==> config.mk <==
export PLATFORM = sky130hd
export DESIGN_NAME = bus_cycle_seq
export DESIGN_NICKNAME = d
export VERILOG_FILES = /design/src/rtl/busseq_pkg.sv /design/src/rtl/tstate_fsm.sv /design/src/rtl/strobe_decode.sv /design/src/rtl/refresh_ctr.sv /design/src/rtl/bus_cycle_seq.sv
export SDC_FILE = /design/constraint.sdc
export NUM_CORES = 1
export LEC_CHECK = 0
export BUFFER_PORTS_ARGS = -buffer_cell sky130_fd_sc_hd__buf_2
export CAP_MARGIN = 20
export CORE_UTILIZATION = 30
export CTS_CLUSTER_DIAMETER = 30
export DETAILED_ROUTE_END_ITERATION = 6
export PLACE_DENSITY_LB_ADDON = 0.1
export SKIP_LAST_GASP = 1
export SLEW_MARGIN = 20
export SYNTH_ARGS = -nofsm -noshare
export SYNTH_HDL_FRONTEND = slang
export SYNTH_HIERARCHICAL = 1
export SYNTH_SLANG_ARGS = --single-unit
==> constraint.sdc <==
create_clock -name clk -period 3.2 [get_ports clk]
set_input_delay 0.48 -clock clk [delete_from_list [all_inputs] [get_ports clk]]
set_output_delay 0.48 -clock clk [all_outputs]
set_load 0.02 [all_outputs]
==> src/rtl/busseq_pkg.sv <==
package busseq_pkg;

    localparam int ADDR_W = 16;
    localparam int DATA_W = 8;

    typedef enum logic [2:0] {
        CYC_FETCH = 3'd0,
        CYC_MRD   = 3'd1,
        CYC_MWR   = 3'd2,
        CYC_IORD  = 3'd3,
        CYC_IOWR  = 3'd4,
        CYC_INTA  = 3'd5
    } cyc_kind_e;

    typedef enum logic [2:0] {
        TS_IDLE,
        TS_T1,
        TS_T2,
        TS_TW,
        TS_T3,
        TS_T4,
        TS_BACK
    } tstate_e;

    typedef struct packed {
        logic m1_n;
        logic mreq_n;
        logic iorq_n;
        logic rd_n;
        logic wr_n;
        logic rfsh_n;
    } strobes_t;

    localparam strobes_t STROBES_IDLE = '{default: 1'b1};

    function automatic logic [1:0] auto_waits(cyc_kind_e k);
        case (k)
            CYC_IORD, CYC_IOWR: return 2'd1;
            CYC_INTA:           return 2'd2;
            default:            return 2'd0;
        endcase
    endfunction

    function automatic logic has_refresh(cyc_kind_e k);
        return (k == CYC_FETCH) || (k == CYC_INTA);
    endfunction

    function automatic logic is_write(cyc_kind_e k);
        return (k == CYC_MWR) || (k == CYC_IOWR);
    endfunction

    function automatic logic kind_ok(logic [2:0] code);
        return code <= 3'd5;
    endfunction

endpackage

==> src/rtl/tstate_fsm.sv <==
module tstate_fsm
    import busseq_pkg::*;
(
    input  logic       clk,
    input  logic       rst,
    input  logic       req_valid,
    input  logic [2:0] req_kind,
    input  logic       busreq_n,
    input  logic       wait_n,
    output tstate_e    state,
    output cyc_kind_e  kind_q,
    output logic       accept,
    output logic       sample_now,
    output logic       cyc_end
);

    logic [1:0] wcnt;

    assign accept     = (state == TS_IDLE) && busreq_n && req_valid && kind_ok(req_kind);
    assign sample_now = ((state == TS_T2) || (state == TS_TW)) && (wcnt == 2'd0) && wait_n;
    assign cyc_end    = (state == TS_T4) || ((state == TS_T3) && !has_refresh(kind_q));

    always_ff @(posedge clk) begin
        if (rst) begin
            state  <= TS_IDLE;
            kind_q <= CYC_FETCH;
            wcnt   <= 2'd0;
        end else begin
            case (state)
                TS_IDLE: begin
                    if (!busreq_n) begin
                        state <= TS_BACK;
                    end else if (accept) begin
                        state  <= TS_T1;
                        kind_q <= cyc_kind_e'(req_kind);
                    end
                end
                TS_BACK: if (busreq_n) state <= TS_IDLE;
                TS_T1: begin
                    state <= TS_T2;
                    wcnt  <= auto_waits(kind_q);
                end
                TS_T2, TS_TW: begin
                    if (wcnt != 2'd0) begin
                        state <= TS_TW;
                        wcnt  <= wcnt - 2'd1;
                    end else if (!wait_n) begin
                        state <= TS_TW;
                    end else begin
                        state <= TS_T3;
                    end
                end
                TS_T3: state <= has_refresh(kind_q) ? TS_T4 : TS_IDLE;
                TS_T4: state <= TS_IDLE;
                default: state <= TS_IDLE;
            endcase
        end
    end

    // a granted bus stays granted while the request is held
    a_r11_grant_hold: assert property (@(posedge clk) disable iff (rst)
        (state == TS_BACK && !busreq_n) |=> (state == TS_BACK));

    // a grant is never entered from inside a machine cycle
    a_r11_grant_between: assert property (@(posedge clk) disable iff (rst)
        (state != TS_IDLE && state != TS_BACK) |=> (state != TS_BACK));

endmodule

==> src/rtl/strobe_decode.sv <==
module strobe_decode
    import busseq_pkg::*;
(
    input  tstate_e   state,
    input  cyc_kind_e kind_q,
    output strobes_t  strb,
    output logic      refresh_phase,
    output logic      data_drive
);

    logic early;
    logic mid;
    logic body;

    always_comb begin
        early         = (state == TS_T1) || (state == TS_T2) || (state == TS_TW);
        mid           = (state == TS_T2) || (state == TS_TW);
        body          = early || (state == TS_T3);
        refresh_phase = has_refresh(kind_q) && ((state == TS_T3) || (state == TS_T4));
        data_drive    = is_write(kind_q) && body;

        strb = STROBES_IDLE;
        case (kind_q)
            CYC_FETCH: begin
                if (early) begin
                    strb.m1_n   = 1'b0;
                    strb.mreq_n = 1'b0;
                    strb.rd_n   = 1'b0;
                end
            end
            CYC_INTA: begin
                if (early) strb.m1_n   = 1'b0;
                if (mid)   strb.iorq_n = 1'b0;
            end
            CYC_MRD: begin
                if (body) begin
                    strb.mreq_n = 1'b0;
                    strb.rd_n   = 1'b0;
                end
            end
            CYC_MWR: begin
                if (body) strb.mreq_n = 1'b0;
                if (body && state != TS_T1) strb.wr_n = 1'b0;
            end
            CYC_IORD: begin
                if (body) begin
                    strb.iorq_n = 1'b0;
                    strb.rd_n   = 1'b0;
                end
            end
            CYC_IOWR: begin
                if (body) strb.iorq_n = 1'b0;
                if (body && state != TS_T1) strb.wr_n = 1'b0;
            end
            default: strb = STROBES_IDLE;
        endcase

        if (refresh_phase) begin
            strb.mreq_n = 1'b0;
            strb.rfsh_n = 1'b0;
        end
    end

endmodule

==> src/rtl/refresh_ctr.sv <==
module refresh_ctr #(
    parameter int DATA_W = 8
) (
    input  logic              clk,
    input  logic              rst,
    input  logic              inc,
    input  logic              load,
    input  logic [DATA_W-1:0] load_val,
    output logic [DATA_W-1:0] r_q
);

    localparam int CNT_W = DATA_W - 1;

    always_ff @(posedge clk) begin
        if (rst) begin
            r_q <= '0;
        end else if (load) begin
            r_q <= load_val;
        end else if (inc) begin
            r_q <= {r_q[DATA_W-1], r_q[CNT_W-1:0] + {{(CNT_W-1){1'b0}}, 1'b1}};
        end
    end

    // the top bit moves only through a load
    a_r4_top_bit_kept: assert property (@(posedge clk) disable iff (rst)
        !load |=> (r_q[DATA_W-1] == $past(r_q[DATA_W-1])));

    // without load or increment the whole register holds
    a_r4_hold: assert property (@(posedge clk) disable iff (rst)
        (!load && !inc) |=> $stable(r_q));

endmodule

==> src/rtl/bus_cycle_seq.sv <==
module bus_cycle_seq
    import busseq_pkg::*;
#(
    parameter int AW = ADDR_W,
    parameter int DW = DATA_W
) (
    input  logic          clk,
    input  logic          rst,
    input  logic          req_valid,
    input  logic [2:0]    req_kind,
    input  logic [AW-1:0] req_addr,
    input  logic [DW-1:0] req_wdata,
    output logic          ready,
    output logic          done,
    input  logic          wait_n,
    input  logic          busreq_n,
    output logic          busack_n,
    input  logic          i_load,
    input  logic [DW-1:0] i_val,
    input  logic          r_load,
    input  logic [DW-1:0] r_val,
    output logic [DW-1:0] r_value,
    output logic [AW-1:0] pc_value,
    input  logic [DW-1:0] data_in,
    output logic [DW-1:0] data_out,
    output logic          data_oe,
    output logic [DW-1:0] rdata,
    output logic [AW-1:0] addr,
    output logic          addr_oe,
    output logic          ctrl_oe,
    output logic          m1_n,
    output logic          mreq_n,
    output logic          iorq_n,
    output logic          rd_n,
    output logic          wr_n,
    output logic          rfsh_n
);

    localparam int HI_W = AW - DW;

    tstate_e       state;
    cyc_kind_e     kind_q;
    logic          accept;
    logic          sample_now;
    logic          cyc_end;
    strobes_t      strb;
    logic          refresh_phase;
    logic          data_drive;
    logic [DW-1:0] r_q;
    logic [HI_W-1:0] ireg;
    logic [AW-1:0] pc;
    logic [AW-1:0] addr_q;
    logic [DW-1:0] wdata_q;
    logic [DW-1:0] rdata_q;

    tstate_fsm u_fsm (
        .clk        (clk),
        .rst        (rst),
        .req_valid  (req_valid),
        .req_kind   (req_kind),
        .busreq_n   (busreq_n),
        .wait_n     (wait_n),
        .state      (state),
        .kind_q     (kind_q),
        .accept     (accept),
        .sample_now (sample_now),
        .cyc_end    (cyc_end)
    );

    strobe_decode u_dec (
        .state         (state),
        .kind_q        (kind_q),
        .strb          (strb),
        .refresh_phase (refresh_phase),
        .data_drive    (data_drive)
    );

    refresh_ctr #(.DATA_W(DW)) u_rfsh (
        .clk      (clk),
        .rst      (rst),
        .inc      (cyc_end && has_refresh(kind_q)),
        .load     (r_load),
        .load_val (r_val),
        .r_q      (r_q)
    );

    always_ff @(posedge clk) begin
        if (rst) begin
            pc      <= '0;
            ireg    <= '0;
            addr_q  <= '0;
            wdata_q <= '0;
            rdata_q <= '0;
        end else begin
            if (i_load) ireg <= i_val[HI_W-1:0];
            if (accept) begin
                addr_q  <= req_addr;
                wdata_q <= req_wdata;
            end
            if (sample_now && !is_write(kind_q)) rdata_q <= data_in;
            if (cyc_end && kind_q == CYC_FETCH) pc <= pc + {{(AW-1){1'b0}}, 1'b1};
        end
    end

    always_comb begin
        if (refresh_phase)          addr = {ireg, r_q};
        else if (has_refresh(kind_q)) addr = pc;
        else                        addr = addr_q;
    end

    assign addr_oe  = !rst && (state != TS_BACK);
    assign ctrl_oe  = !rst && (state != TS_BACK);
    assign data_oe  = !rst && data_drive;
    assign data_out = wdata_q;
    assign busack_n = rst || (state != TS_BACK);
    assign ready    = !rst && (state == TS_IDLE) && busreq_n;
    assign done     = !rst && cyc_end;
    assign rdata    = rdata_q;
    assign r_value  = r_q;
    assign pc_value = pc;

    assign m1_n   = rst | strb.m1_n;
    assign mreq_n = rst | strb.mreq_n;
    assign iorq_n = rst | strb.iorq_n;
    assign rd_n   = rst | strb.rd_n;
    assign wr_n   = rst | strb.wr_n;
    assign rfsh_n = rst | strb.rfsh_n;

    // read and write strobes never overlap
    a_r9_rd_wr_excl: assert property (@(posedge clk) disable iff (rst)
        !(!rd_n && !wr_n));

    // refresh comes with a memory request and no read
    a_r3_rfsh_mreq: assert property (@(posedge clk) disable iff (rst)
        !rfsh_n |-> (!mreq_n && rd_n && m1_n));

    // a granted bus is fully floated
    a_r11_float: assert property (@(posedge clk) disable iff (rst)
        !busack_n |-> (!addr_oe && !ctrl_oe && !data_oe));

    // the program counter moves only at the end of a fetch
    a_r12_pc_hold: assert property (@(posedge clk) disable iff (rst)
        !(done && kind_q == CYC_FETCH) |=> $stable(pc_value));

    // acknowledge never asserts a memory request outside refresh
    a_r8_inta_no_mreq: assert property (@(posedge clk) disable iff (rst)
        (!m1_n && !iorq_n) |-> mreq_n);

endmodule

==> results_dict.tcl <==
set metrics [dict create \
    antenna_found_initial 0 \
    final_cell_mix "125 x buf_2, 72 x dfxtp_1, 63 x nor2_1, 58 x mux2i_1, 31 x nand2_1" \
    required_ps 2720 \
    drt_iter0_markers 152 \
    syn_avg_cell_area_sq_um 8.68 \
    pwr-share-clk_pct 37.3 \
    htreeDepth 3 \
    end_kind "output pin" \
    die_w_um 112 \
    port_buffers 125 \
    synth_compound_area_share_pct 10.7 \
    slowest_delay_ps 780 \
    report.final.slew_viol_count 0 \
    reg2reg_from "u_fsm/state[0]" \
    syn_area_sq_um 3640 \
    hold_viol_final 0 \
    place_ws_ps 638 \
    r2r_slack_ps 670 \
    cts_tree "yes" \
    seq_area_frac_synth_pct 39.6 \
    worst-path-max-fanout 22 \
    powerDensity_nw_per_um2 573 \
    fmax_mhz 376 \
    synth_edf_count 0 \
    grt_usage_pct 15.5 \
    clock-sinks 72 \
    grt_overflow 0 \
    yosys.area_share.adder_pct 1.03 \
    p_leak_nw 2.18 \
    hpwlAfterDp_um 6880 \
    worst_pin_slew_ps 711 \
    synth.distinct_cells 49 \
    max_slew_margin_pct 52.5 \
    path_buf_inv 1 \
    start_kind "flip-flop" \
    io_pins 126 \
    cp_cell_sequence "nor2_2 > or4_1 > or2_2 > buf_2" \
    via_per_inst 4.86 \
    grt_pass1_wl_um 15400 \
    ctsResizeCount 0 \
    path_class "flip-flop to output pin" \
    yosys.area_share.simple_pct 22.4 \
    holdPathStages 3 \
    ant_nets 0 \
    core-area_sq_um 11600 \
    p_int_w 0.00185 \
    nets 601 \
    drv_cap 0 \
    synthXorXnorAreaFrac_pct 5.06 \
    worstReg2RegEnd "pc_value[15]" \
    ys_warn_count 6 \
    row_count 39 \
    dr_total_vias 3343 \
    ctsRootBufferMaster "clkbuf_16" \
    crit_arrival_ps 2180 \
    yosys.area.top_type "dfxtp_1" \
    grt_pass1_vias 3128 \
    min_to "rdata[1]" \
    mostFrequentLayoutCell "buf_2" \
    die_y_um 112 \
    setup_viol 0 \
    finalSetupTns_ps 0 \
    period_share_pct 83.0 \
    synth_top_cells_by_area "dfxtp_1 40%, mux2i_1 16%, nor2_1 6.5%" \
    path_clk_slew_ps 60 \
    period_minus_slack_ps 2660 \
    ys.flop_type "dfxtp_1" \
    wire_per_inst_um 13.8 \
    layout-drive-gt1-share_pct 30.3 \
    clk_path_buf_depth 2 \
    synth_seq_cells 72 \
    drt-total-wl_um 9470 \
    synth_fp_nets 480 \
    synthArstFlopShare_pct 0 \
    max-vdd-ir-drop_uv 187 \
    remaining_drc_errors 10 \
    dieArea_sq_um 12600 \
    path_depth 4 \
    start_util_pct 31.3 \
    yosysTopAreaCellShare_pct 39.6 \
    hp-class "input port to flip-flop" \
    postCtsHoldBufs 0 \
    comb_power_share_pct 23.7 \
    area_delta_synth_final_pct 28.9 \
    setup_ws_ps 543 \
    synthCells 419 \
    first_pass_iters 7 \
    insertedDiodeCount 0 \
    status "finished with violations" \
    failed_checks "DRC" \
    yosys-mux-area-fraction_pct 16.3 \
    rsz0062_at_grt "false" \
    power_frac_seq_pct 38.9 \
    grt_max_degree 47 \
    hold_start "data_in[1]" \
    postCtsSetupBuffers 0 \
    fin_skew_ps 4.69 \
    gp_congestion 0.754 \
    synth_top_family_by_area "simple AND/OR/NAND/NOR gates" \
    p_switching_w 0.000837 \
    swShare_pct 31.2 \
    clkLatencyLatePin_ps 330 \
    crit_path_top_delay_cell "dfxtp_1" \
    cts_buffers 9 \
    fill_cells 1219 \
    crit_family "simple AND/OR/NAND/NOR gates" \
    rr_worst_depth 6 \
]
-- stage by stage --
step | cell area [sq um] | utilization (%) | total power (W) | instances | hold WS [ps]
2_1_floorplan | 3640 | - | 0.00152 | 419 | 460
3_3_place_gp | 4390 | 37.8 | 0.00170 | 672 | 468
3_5_place_dp | 4390 | 37.8 | 0.00171 | 672 | 483
4_1_cts | 4690 | 40.4 | 0.00273 | 688 | 365
5_1_grt | 4690 | 40.4 | 0.00284 | 688 | 378
6_report | 4690 | 40.4 | 0.00269 | 688 | 380
-- power groups by stage --
stage | registers, W | logic (W) | clock network (W)
2_1_floorplan | 0.00106 | 0.000458 | 0
4_1_cts | 0.00104 | 0.000645 | 0.00104
5_1_grt | 0.00106 | 0.000702 | 0.00108
3_3_place_gp | 0.00106 | 0.000640 | 0
6_report | 0.00105 | 0.000637 | 0.00100
3_5_place_dp | 0.00106 | 0.000642 | 0
-- synthesized netlist by cell type, types with 4 or more instances --
library cell	number
a211oi_1	6
a21oi_1	10
a311oi_1	5
a31oi_1	6
and3_1	4
buf_2	5
clkbuf_1	14
dfxtp_1	72
inv_1	13
mux2i_1	58
nand2_1	31
nand3_1	12
nand4_1	6
nor2_1	63
nor3_1	5
o21ai_0	30
or2_2	6
or3_1	9
xnor2_1	5
xor2_1	16
-- layout make-up --
cell class / instances / area, sq um / area share, %
flip-flops and latches: 72 / 1440 / 30.7
clock buffers: 11 / 243 / 5.18
repair buffers: 134 / 693 / 14.8
inverters: 14 / 55.1 / 1.17
clock inverters: 5 / 56.3 / 1.20
multi-input cells: 309 / 2020 / 43.1
well taps: 143 / 179 / 3.82
-- cell families after synthesis --
group           after synthesis
simple gates                162
flops                        72
compound gates               64
mux                          59
buf+inv                      38
xor+xnor                     21
fa+ha+maj                     3
-- sequential cells by signal (all words and copies together), names as in the netlist --
name and flops:
u_fsm/wcnt 2, ireg 8, u_fsm/state 3, pc_value 16, addr_q 16, u_fsm/kind_q 3, rdata 8, u_rfsh/r_q 8
data_out 8
-- routing by layer --
layer / up-vias / global-route usage, % / wire, um
met5: - / 0 / 0
met4: 0 / 7.47 / 163
met3: 12 / 4.70 / 734
met2: 101 / 23.6 / 4110
met1: 1521 / 20.0 / 4470
li1: 1709 / - / -
-- worst register-to-register path, cell delays in order, from the launching register on --
cell and delay [ps]:
dfxtp_1 640, nor2_1 150, a211oi_1 420, nor4b_4 460, nand3_2 170, or4_1 500
a21oi_1 140
-- worst max-delay path by stage --
stage,start,end,slack [ps]
4_1_cts,u_fsm/state[1],m1_n,550
6_report,u_fsm/state[1],m1_n,540
3_3_place_gp,u_fsm/state[0],pc_value[15],770
3_5_place_dp,u_fsm/state[0],pc_value[15],640
5_1_grt,u_fsm/state[1],m1_n,450
2_1_floorplan,u_fsm/kind_q[0],addr[9],910
Note: power is estimated with default switching activity, not from simulation.
